[src/rtl/adc_rd_pkg.sv]
package adc_rd_pkg;
   typedef enum logic [1:0] {
      ST_CONV  = 2'd0,
      ST_SLEEP = 2'd1,
      ST_DATA  = 2'd2
   } rd_state_e;
endpackage

[src/rtl/adc_conv_timer.sv]
// Counts the conversion interval; done is high in the last cycle of it.
module adc_conv_timer #(
   parameter int CONV_CYCLES = 64
) (
   input  logic clk,
   input  logic rst_n,
   input  logic run,
   output logic done
);
   localparam int CW = (CONV_CYCLES > 2) ? $clog2(CONV_CYCLES) : 1;

   logic [CW-1:0] cnt_q;

   assign done = run && (cnt_q == CW'(CONV_CYCLES - 1));

   always_ff @(posedge clk or negedge rst_n) begin
      if (!rst_n)             cnt_q <= '0;
      else if (run && !done)  cnt_q <= cnt_q + 1'b1;
      else                    cnt_q <= '0;
   end
endmodule

[src/rtl/adc_sck_divider.sv]
// Generates the internal serial clock, low first, half period HALF clocks.
module adc_sck_divider #(
   parameter int HALF = 4
) (
   input  logic clk,
   input  logic rst_n,
   input  logic run,
   output logic sck,
   output logic fall
);
   logic tick;
   logic sck_q;

   if (HALF == 1) begin : g_div_bypass
      assign tick = 1'b1;
   end else begin : g_div_count
      localparam int DW = $clog2(HALF);
      logic [DW-1:0] div_q;
      assign tick = (div_q == DW'(HALF - 1));
      always_ff @(posedge clk or negedge rst_n) begin
         if (!rst_n)             div_q <= '0;
         else if (!run || tick)  div_q <= '0;
         else                    div_q <= div_q + 1'b1;
      end
   end

   always_ff @(posedge clk or negedge rst_n) begin
      if (!rst_n)     sck_q <= 1'b0;
      else if (!run)  sck_q <= 1'b0;
      else if (tick)  sck_q <= ~sck_q;
   end

   assign sck  = sck_q;
   assign fall = run && tick && sck_q;
endmodule

[src/rtl/adc_frame_shifter.sv]
// Holds the outgoing frame and counts the bits already presented.
module adc_frame_shifter #(
   parameter int FRAME_W = 21
) (
   input  logic               clk,
   input  logic               rst_n,
   input  logic               load,
   input  logic [FRAME_W-1:0] load_word,
   input  logic               shift,
   output logic               msb,
   output logic               last
);
   localparam int BW = $clog2(FRAME_W);

   logic [FRAME_W-1:0] sh_q;
   logic [BW-1:0]      bit_q;

   always_ff @(posedge clk or negedge rst_n) begin
      if (!rst_n) begin
         sh_q  <= '0;
         bit_q <= '0;
      end else if (load) begin
         sh_q  <= load_word;
         bit_q <= '0;
      end else if (shift) begin
         sh_q  <= sh_q << 1;
         bit_q <= bit_q + 1'b1;
      end
   end

   assign msb  = sh_q[FRAME_W-1];
   assign last = (bit_q == BW'(FRAME_W - 1));
endmodule

[src/rtl/adc_readout_ctrl.sv]
module adc_readout_ctrl #(
   parameter int CODE_W      = 20,
   parameter int CONV_CYCLES = 64,
   parameter int SCK_HALF    = 4
) (
   input  logic              clk,
   input  logic              rst_n,
   input  logic              cs_n,
   input  logic              sck_in,
   input  logic [CODE_W-1:0] conv_code,
   output logic              sck_out,
   output logic              sck_oe,
   output logic              sck_pullup_en,
   output logic              sdo,
   output logic              sdo_oe,
   output logic              conv_chan
);
   import adc_rd_pkg::*;

   localparam int FRAME_W = CODE_W + 1;

   if (CODE_W < 1) begin : g_bad_code_w
      $error("CODE_W must be at least 1");
   end
   if (CONV_CYCLES < 2) begin : g_bad_conv
      $error("CONV_CYCLES must be at least 2");
   end
   if (SCK_HALF < 1) begin : g_bad_half
      $error("SCK_HALF must be at least 1");
   end

   rd_state_e state_q, state_d;
   logic cs_q, sck_q, boot_q, int_mode_q, chan_q;
   logic cs_fall, cs_rise, in_data, conv_done;
   logic int_fall, ext_fall, adv, last, msb, shift;

   assign cs_fall  = cs_q & ~cs_n;
   assign cs_rise  = ~cs_q & cs_n;
   assign in_data  = (state_q == ST_DATA);
   assign ext_fall = in_data && !int_mode_q && sck_q && !sck_in;
   assign adv      = int_mode_q ? int_fall : ext_fall;
   assign shift    = adv && !last && !cs_rise;

   adc_conv_timer #(.CONV_CYCLES(CONV_CYCLES)) i_timer (
      .clk   (clk),
      .rst_n (rst_n),
      .run   (state_q == ST_CONV),
      .done  (conv_done)
   );

   adc_sck_divider #(.HALF(SCK_HALF)) i_div (
      .clk   (clk),
      .rst_n (rst_n),
      .run   (in_data && int_mode_q),
      .sck   (sck_out),
      .fall  (int_fall)
   );

   adc_frame_shifter #(.FRAME_W(FRAME_W)) i_shift (
      .clk       (clk),
      .rst_n     (rst_n),
      .load      (conv_done),
      .load_word ({chan_q, conv_code}),
      .shift     (shift),
      .msb       (msb),
      .last      (last)
   );

   always_comb begin
      state_d = state_q;
      unique case (state_q)
         ST_CONV:  if (conv_done) state_d = ST_SLEEP;
         ST_SLEEP: if (!cs_n)     state_d = ST_DATA;
         ST_DATA:  if (cs_rise || (adv && last)) state_d = ST_CONV;
         default:  state_d = ST_CONV;
      endcase
   end

   always_ff @(posedge clk or negedge rst_n) begin
      if (!rst_n) begin
         state_q    <= ST_CONV;
         cs_q       <= 1'b1;
         sck_q      <= 1'b0;
         boot_q     <= 1'b1;
         int_mode_q <= 1'b0;
         chan_q     <= 1'b0;
      end else begin
         state_q <= state_d;
         cs_q    <= cs_n;
         sck_q   <= sck_in;
         boot_q  <= 1'b0;
         if (boot_q || cs_fall) int_mode_q <= sck_in;
         if (conv_done)         chan_q     <= ~chan_q;
      end
   end

   assign sdo_oe        = ~cs_n;
   assign sdo           = in_data ? msb : (state_q == ST_CONV);
   assign sck_oe        = in_data && int_mode_q;
   assign sck_pullup_en = int_mode_q;
   assign conv_chan     = chan_q;
endmodule

[config.mk]
export PLATFORM = sky130hd
export DESIGN_NAME = adc_readout_ctrl
export DESIGN_NICKNAME = d
export VERILOG_FILES = /design/src/rtl/adc_rd_pkg.sv /design/src/rtl/adc_conv_timer.sv /design/src/rtl/adc_sck_divider.sv /design/src/rtl/adc_frame_shifter.sv /design/src/rtl/adc_readout_ctrl.sv
export SDC_FILE = /design/constraint.sdc
export NUM_CORES = 1
export LEC_CHECK = 0
export ABC_AREA = 1
export BUFFER_PORTS_ARGS = -buffer_cell sky130_fd_sc_hd__buf_2
export CORE_UTILIZATION = 35
export CTS_BUF_LIST = sky130_fd_sc_hd__clkbuf_4
export DETAILED_ROUTE_END_ITERATION = 12
export PLACE_DENSITY_LB_ADDON = 0.2
export SETUP_SLACK_MARGIN = 0.5
export SLEW_MARGIN = 10
export SYNTH_ARGS = -nofsm -noshare
export SYNTH_HDL_FRONTEND = slang
export SYNTH_SLANG_ARGS = --single-unit
[constraint.sdc]
create_clock -name clk -period 2.5 [get_ports clk]
set_input_delay 0.75 -clock clk [delete_from_list [all_inputs] [get_ports clk]]
set_output_delay 0.75 -clock clk [all_outputs]
set_load 0.005 [all_outputs]
==> results.cfg <==
[outcome]
status = completed

[sta]
worst_pin_slew_ns = 0.525
fin_crit_sh_pct = 76.9
tns_ns = 0
finalCriticalPeriod_ns = 1.92
slew_viol_final = 0
hold_viol = 0
setup_viol = 0
max_freq_mhz = 520
rsz0062_at_grt = false
relSlewSlack_pct = 65.0
clock_skew_ns = 0.0103

[die]
start_util_pct = 37.1
io_pins = 30
dieArea_um2 = 6710
core_um2 = 6030
row_count = 28
die_w_um = 81.9
die_y_um = 81.9

[finish]
seq_area_um2 = 1050
nets = 338
fill_cells = 648
multiInputGateArea_um2 = 1030
drive_above_1_share_pct = 18.6
syn_to_final_growth_pct = 11.9
antenna_cells = 0

[critical_path]
path_max_fanout = 3
cp.required_ns = 1.75
critPathCaptureType = primary output
crit_arrival_ns = 1.17
r2r_setup_slack_ns = 0.76
critPathTopFamily = flip-flops
path_class = reg2out
slowest_stage = dfrtp_1
cp_num_buf_inv = 2
worst_path_largest_cell_delay_ns = 0.44
path_cells = inv_1, o21a_1, buf_2
start_kind = flip-flop

[cts]
cts_max_path_buffers = 2
h-tree-depth = 2
cts_sinks = 42
clockRootBuffer = clkbuf_4
cts_tree = done
postCtsHoldBufs = 0
insertion_delay_ns = 0.34
clk_pin_slew_worst_paths_ns = 0.13
cts_made_buffers = 5

[power_and_ir_drop]
leakage_nw = 1.29
p_int_w = 0.00132
totalPowerFinal_w = 0.00216
switchingPower_w = 0.000842
clkPwrFrac_pct = 15.2
cellPowerDensity_nw_per_um2 = 864
power_frac_comb_pct = 36.0
ir_drop_mv = 0.507
seq_power_share_pct = 48.9
swShare_pct = 39.0

[min_path]
hp-class = in2async

[drt]
drt_first_pass_iters = 4
ant_nets = 0
dr_wl_met2_mm = 2.08
met1_length_mm = 2.25
vias = 1879
wl_met3_um = 176
avgRoutedWirePerCell_um = 11.8
highest_layer = met4
initialDrtViolationCount = 81
routed_wl_mm = 4.57
vias_per_cell = 4.87
drc_errors = 0

[global_routing]
grt_usage_pct = 14.8
antenna_found_initial = 0
grt_overflow = 0
first_global_vias = 1708
grt_pass1_wl_mm = 7.60
grt_max_degree = 30

[place]
port-buffer-count = 29
place_hpwl_mm = 3.02
gp_congestion = 0.727

[logic_synthesis]
synth_seq_cells = 42
yosysUniqueCellTypes = 24
syn_area_um2 = 2240
syn_inst = 282
yosysSeqAreaShare_pct = 47.1
ys_warn_count = 0
syn_area_per_cell_um2 = 7.93
synth_nets = 310

[run]
maxCapViolations = 0
## sequential cells by signal, summed over array words and instances (netlist names)
name	flops
i_div.sck	1
i_timer.cnt_q	6
i_shift.sh_q	21
state_q	2
i_div.g_div_count.div_q	2
sck_pullup_en	1
i_shift.bit_q	5
conv_chan	1
sck_q	1
cs_q	1
boot_q	1
## cells in the mapped netlist
master   count  share of area, %
o21a_1       1              0.34
nor3b_1      1              0.34
nand3_4      2               1.6
xor2_1       1              0.39
dfrtp_1     40                45
dfstp_2      2               2.4
nand2_2      2              0.56
conb_1       1              0.17
inv_2        2              0.34
a21oi_1      4              0.90
nor2_2       1              0.28
ha_1         4               2.2
o21ai_1      2              0.45
nand3_1     38               8.5
buf_6        4               2.0
o21ai_0      4              0.90
nand4_1     23               6.4
nor2_1      10               1.7
xnor2_1      1              0.39
inv_1       15               2.5
buf_2       12               2.7
nand4_2      1              0.56
nor2_4       3               1.5
nand2_1    108                18
## power by group through the flow
| stage | registers [W] | clock network [W] | logic (W) |
|---|---|---|---|
| after floorplan | 0.00104 | 0 | 0.000618 |
| after global placement | 0.00107 | 0 | 0.000751 |
| after detailed placement | 0.00107 | 0 | 0.000764 |
| after CTS | 0.00105 | 0.000347 | 0.000774 |
| after global routing | 0.00109 | 0.000372 | 0.000914 |
| final | 0.00106 | 0.000328 | 0.000777 |
## metal layers
metal,vias to the layer above,global-route usage [%]
met5,-,0
met4,0,5.79
met3,5,2.33
met2,26,23.6
met1,862,20.1
li1,986,-
## area by class of cell
type,count,share of cell area [%]
Sequential cell,42,42.1
Multi-Input combinational cell,208,41.0
Timing Repair Buffer,36,8.40
Tap cell,75,3.75
Inverter,17,2.55
Clock buffer,5,1.50
Clock inverter,3,0.650
## kinds of logic after synthesis
logic type                 count (synthesis)  share of synthesized area [%]
AOI/OAI and AO/OA                         11                           2.57
xor gates and xnor gates                   2                          0.784
adders and majority gates                  4                           2.24
buffers and inverters                     33                           7.55
DFF                                       42                           47.1
other                                      1                          0.168
and+or+nand+nor                          189                           39.6
## per-stage QoR
stage	area, µm²	hold slack (ns)	setup WS (ns)	utilization (%)	cells
floorplan	2240	0.408	0.929	-	282
global placement	2430	0.419	0.629	40.3	376
detailed placement	2430	0.425	0.611	40.3	376
CTS	2490	0.359	0.511	41.3	385
global route	2500	0.369	0.506	41.5	386
finish	2500	0.361	0.577	41.5	386
## cells in the final DEF (no fill, tap or decap), types with 4 or more instances in the layout
cell	count
buf_4	6
o21ai_0	4
nand3_1	38
inv_1	15
buf_2	29
nor2_1	9
a21oi_1	4
ha_1	4
nand4_1	23
clkbuf_4	5
nand2_1	108
dfrtp_1	40
## what timing repair did
action | 4_1_cts | 5_1_grt
resized for setup | 0 | 1
setup buffers | 1 | 0
pin swaps | 0 | 1
gates cloned | 0 | 1
endpoints found under the setup margin | 1 | 5
## worst paths after layout
kind | start | end | cells past startpoint
min | rst_n | sck_pullup_en | 1
max in group asynchronous | rst_n | conv_chan | 2
max | state_q[1] | sdo | 3
min reg2reg | i_div.g_div_count.div_q[0] | i_div.g_div_count.div_q[0] | 1
max reg2reg | i_timer.cnt_q[0] | i_shift.sh_q[4] | 9
min in group clk | i_div.g_div_count.div_q[0] | i_div.g_div_count.div_q[0] | 1
## worst register-to-register path: cells and delay by family, from the launching register on
family                     cells  cell delay (ns)
buffers and inverters          1             0.29
and+or+nand+nor                7             0.76
adders and majority gates      1             0.20
DFF                            1             0.40
No activity file was read; power rests on OpenSTA's default activity.
